$ cat src/rtl/fp_status_reg.sv
module fp_status_reg #(
  parameter logic [11:0] TRAP_CODE = 12'h120
) (
  input  logic        clk,
  input  logic        rst_n,
  input  logic        wr_en,
  input  logic [31:0] wr_data,
  input  logic        op_done,
  input  logic [4:0]  op_flags,
  input  logic        cmp_valid,
  input  logic        cmp_unordered,
  input  logic        cmp_result,
  output logic [31:0] csr_q,
  output logic        round_to_zero,
  output logic        flush_denorm,
  output logic        trap_req,
  output logic [11:0] trap_code,
  output logic        cmp_bit
);
  localparam int NCOND    = 5;
  localparam int RM_LO    = 0;
  localparam int FLAG_LO  = 2;
  localparam int EN_LO    = FLAG_LO + NCOND;
  localparam int CAUSE_LO = EN_LO + NCOND;
  localparam int DN_BIT   = CAUSE_LO + NCOND + 1;
  localparam logic [1:0]  RM_ZERO = 2'b01;
  localparam logic [31:0] WMASK   = (32'h1 << (CAUSE_LO + NCOND)) - 32'h1 | (32'h1 << DN_BIT);

  logic [NCOND-1:0] cause_nxt;
  logic             upd;

  assign upd       = op_done | (cmp_valid & cmp_unordered);
  assign cause_nxt = csr_q[CAUSE_LO +: NCOND] | op_flags;
  assign trap_code = trap_req ? TRAP_CODE : 12'h000;

  always_ff @(posedge clk) begin
    if (!rst_n) begin
      csr_q         <= '0;
      round_to_zero <= 1'b0;
      flush_denorm  <= 1'b0;
      trap_req      <= 1'b0;
      cmp_bit       <= 1'b0;
    end else begin
      trap_req <= 1'b0;
      if (wr_en) begin
        csr_q         <= wr_data & WMASK;
        round_to_zero <= (wr_data[RM_LO +: 2] == RM_ZERO);
        flush_denorm  <= wr_data[DN_BIT];
      end else if (upd) begin
        csr_q[FLAG_LO +: NCOND]  <= op_flags;
        csr_q[CAUSE_LO +: NCOND] <= cause_nxt;
        trap_req <= (|op_flags) & (|(cause_nxt & csr_q[EN_LO +: NCOND]));
      end
      if (cmp_valid && !cmp_unordered)
        cmp_bit <= cmp_result;
    end
  end
endmodule

$ cat config.mk
export PLATFORM = sky130hd
export DESIGN_NAME = fp_status_reg
export DESIGN_NICKNAME = d
export VERILOG_FILES = /design/src/rtl/fp_status_reg.sv
export SDC_FILE = /design/constraint.sdc
export NUM_CORES = 1
export LEC_CHECK = 0
export BUFFER_PORTS_ARGS = -buffer_cell sky130_fd_sc_hd__buf_2
export CAP_MARGIN = 20
export CORE_ASPECT_RATIO = 0.75
export CORE_MARGIN = 2
export CORE_UTILIZATION = 25
export DETAILED_ROUTE_END_ITERATION = 12
export PLACE_DENSITY = 0.68
export SLEW_MARGIN = 20
export SYNTH_ARGS = -nofsm -noshare
export SYNTH_HDL_FRONTEND = slang
export SYNTH_SLANG_ARGS = --single-unit
$ cat constraint.sdc
create_clock -name clk -period 1.3 [get_ports clk]
set_input_delay 0.065 -clock clk [delete_from_list [all_inputs] [get_ports clk]]
set_output_delay 0.065 -clock clk [all_outputs]
set_load 0.01 [all_outputs]
==> metrics.md <==
| Metric | Value |
|---|---|
| Mux contribution to synthesized area | `under 10%` |
| Port bufs | `53` |
| Status | `complete, no violations` |
| Mapped Cells | `122` |
| TritonRoute pass-1 iters | `4` |
| RSZ-0062 raised after global routing | `no` |
| Nets | `~220` |
| Leakage | `roughly 0.66 nW` |
| CP required | `1450 ps` |
| Final min period | `943 ps` |
| Hpwl dp | `slightly above 2000 µm` |
| Share of the synthesized area in the top cell type | `between 40% and 50%` |
| Register-to-register setup slack | `360 ps` |
| Drt drc | `0` |
| Max-slew violations | `0` |
| Cell row count | `20` |
| Htree depth | `1` |
| CP delay by family, top | `flip-flops` |
| Final hold vios | `0` |
| Diode count | `0` |
| Pin count of the biggest net entering global routing | `22` |
| Critical path depth in cells | `3` |
| Cell Area, Synth | `roughly 1000 µm²` |
| Cts bufs inserted | `3` |
| Most numerous cell in the Yosys netlist | `buf_4` |
| Root buffer cell | `clkbuf_8` |
| Fmax | `1060 MHz` |
| Bufs on Longest Clock Path | `2` |
| Total wire length | `2590 µm` |
| Most frequent cells after synthesis | `28 x buf_4, 21 x dfxtp_1, 15 x o21ai_0` |
| Crit-path cells | `o21ai_0 -> and3_1 -> a31oi_1` |
| Vias post-DR | `just over 900` |
| Power per cell area | `1080 nW/µm²` |
| Maximum vdd drop | `0.477 mV` |
| Vias per cell | `4.07` |
| Ys Warns | `0` |
| CTS tree | `built` |
| Die width | `78.7 µm` |
| GRT overflow | `0` |
| CP Launch Type | `register` |
| Primary FF master, synth | `dfxtp_1` |
| Hold Buf Count CTS | `0` |
| Crit path max fanout | `3` |
| Fin Setup TNS | `0 ps` |
| Syn-to-layout area delta | `24.6%` |
| Register area share after synthesis | `~40%` |
| Die area | `between 4000 and 5000 µm²` |
| Library cells used by synthesis | `20` |
| R2R depth | `3` |
| Worst Setup End Kind | `register` |
| Setup violators final | `0` |
| Final Cycle Share | `~73%` |
| Avg Cell Area, Syn | `roughly 8.6 µm²` |
| Post-CTS Setup Bufs | `0` |
| Leading post-synthesis cells by cell area | `dfxtp_1 40%, buf_4 20%, mux2i_1 7.6%` |
| Gates resized, CTS repair | `0` |
| Largest family of logic cells by synthesized area | `buffers and inverters` |
| IO Pins | `92` |
| Worst Hold Class | `in2reg` |
| Initial Util | `26.0%` |
| EDFF count, synth | `0` |
| CTS clk-pin slew, worst paths | `80 ps` |
| Hold slack final | `56.5 ps` |
| Worst stage delay on the critical path | `about 330 ps` |
| Initial DRC count | `57` |
| Total track usage | `roughly 11%` |
| Hold Path Stages | `3` |
| Post-synthesis adder-cell area fraction | `0%` |
| Post-Synth XOR/XNOR Area | `0%` |
| Async S/R FF share, synth | `0%` |
| Global-route wire length before repair | `4020 µm` |
| Global placer's final weighted congestion | `0.712` |
| Detail Route Antenna Nets | `0` |
| Vias in the first global route | `a little over 800` |
| Synth Area in Compound Gates | `between 10% and 20%` |
| Setup Crit Path Kind | `reg2reg` |
| Final Skew | `about 1.5 ps` |
| Crit path DAT | `1090 ps` |
| WL per Instance | `11.3 µm` |
| Core area | `4030 µm²` |
| Synth Area in Simple Gates | `13.0%` |
| Clock Latency Late Sink | `between 200 and 300 ps` |
| Die Ht | `60.1 µm` |
| Max cap viols | `0` |
| Seq cells post-synth | `21` |
| Initial antenna violation count | `0` |
| Worst path bufs/invs | `0` |
| Slowest library cell on the worst path | `dfxtp_1` |
| Layout cells sized above 1 | `34.1%` |
| Sink Count | `21` |
| Synth area leader | `dfxtp_1` |
final cells by class:
class / count / area, µm²
Clock buffer: 4 / 45.0
Timing Repair Buffer: 55 / 280
Sequential cell: 21 / 420
Fill cell: 440 / 2720
Multi-Input combinational cell: 92 / 487
Inverter: 1 / 3.75
Tap cell: 55 / 68.8
through the flow:
stage                     instance area (µm²)  util (%)  power [mW]  setup WS, ps  std cells
after global routing                     1310      32.4        1.50           344        228
final                                    1310      32.4        1.41           357        228
after detailed placement                 1260      31.3       0.995           198        224
after CTS                                1310      32.4        1.44           384        228
after global placement                   1260      31.3       0.991           217        224
after floorplan                          1130         -       0.930           387        145
layout by cell type (no fill, tap or decap), drive strengths merged:
| cell type | synthesis | final |
|---|---|---|
| nand2 | 12 | 12 |
| a31oi | 6 | 6 |
| nor2 | 4 | 4 |
| dfxtp | 21 | 21 |
| and2 | 1 | 1 |
| a21oi | 7 | 7 |
| a21boi | 1 | 1 |
| o2111ai | 1 | 1 |
| clkbuf | 2 | 4 |
| o21ai | 15 | 15 |
| buf | 29 | 55 |
| and3 | 1 | 1 |
| nor2b | 9 | 9 |
| or4 | 1 | 1 |
| mux2i | 8 | 8 |
| a21o | 1 | 1 |
| conb | 1 | 24 |
| inv | 1 | 1 |
| o2bb2ai | 1 | 1 |
report_power, final:
part | leakage (nW) | internal (mW) | switching, mW
Sequential | 0.174 | 0.686 | 0.0247
Clock | 0.0228 | 0.219 | 0.219
Combinational | 0.466 | 0.111 | 0.156
final timing paths:
path                                        startpoint                endpoint
worst max-delay path            csr_q[13]$_SDFFE_PN0P_     trap_req$_SDFF_PP0_
worst min-delay path                       wr_data[10]  csr_q[10]$_SDFFE_PN0P_
worst max register to register  csr_q[13]$_SDFFE_PN0P_     trap_req$_SDFF_PP0_
worst min register to register   csr_q[3]$_SDFFE_PN0P_   csr_q[3]$_SDFFE_PN0P_
registers in the layout (all words and copies together) (netlist names):
signal,cells
csr_q,17
cmp_bit,1
flush_denorm,1
round_to_zero,1
trap_req,1
layer usage:
layer	global-route usage [%]	share of wire (%)
met3	4.98	11
met5	0	0
met2	18.7	46
met4	2.26	0.50
met1	14.4	43
cell families after synthesis:
kind of cell    after synthesis
other cells                   1
mux                           8
compound gates               32
buf+inv                      32
flops                        21
simple gates                 28
worst min-delay path: stages:
cell	delay, ps
buf_2	70
mux2i_1	50
nor2b_1	90
Note: power is estimated with default switching activity, not from simulation.
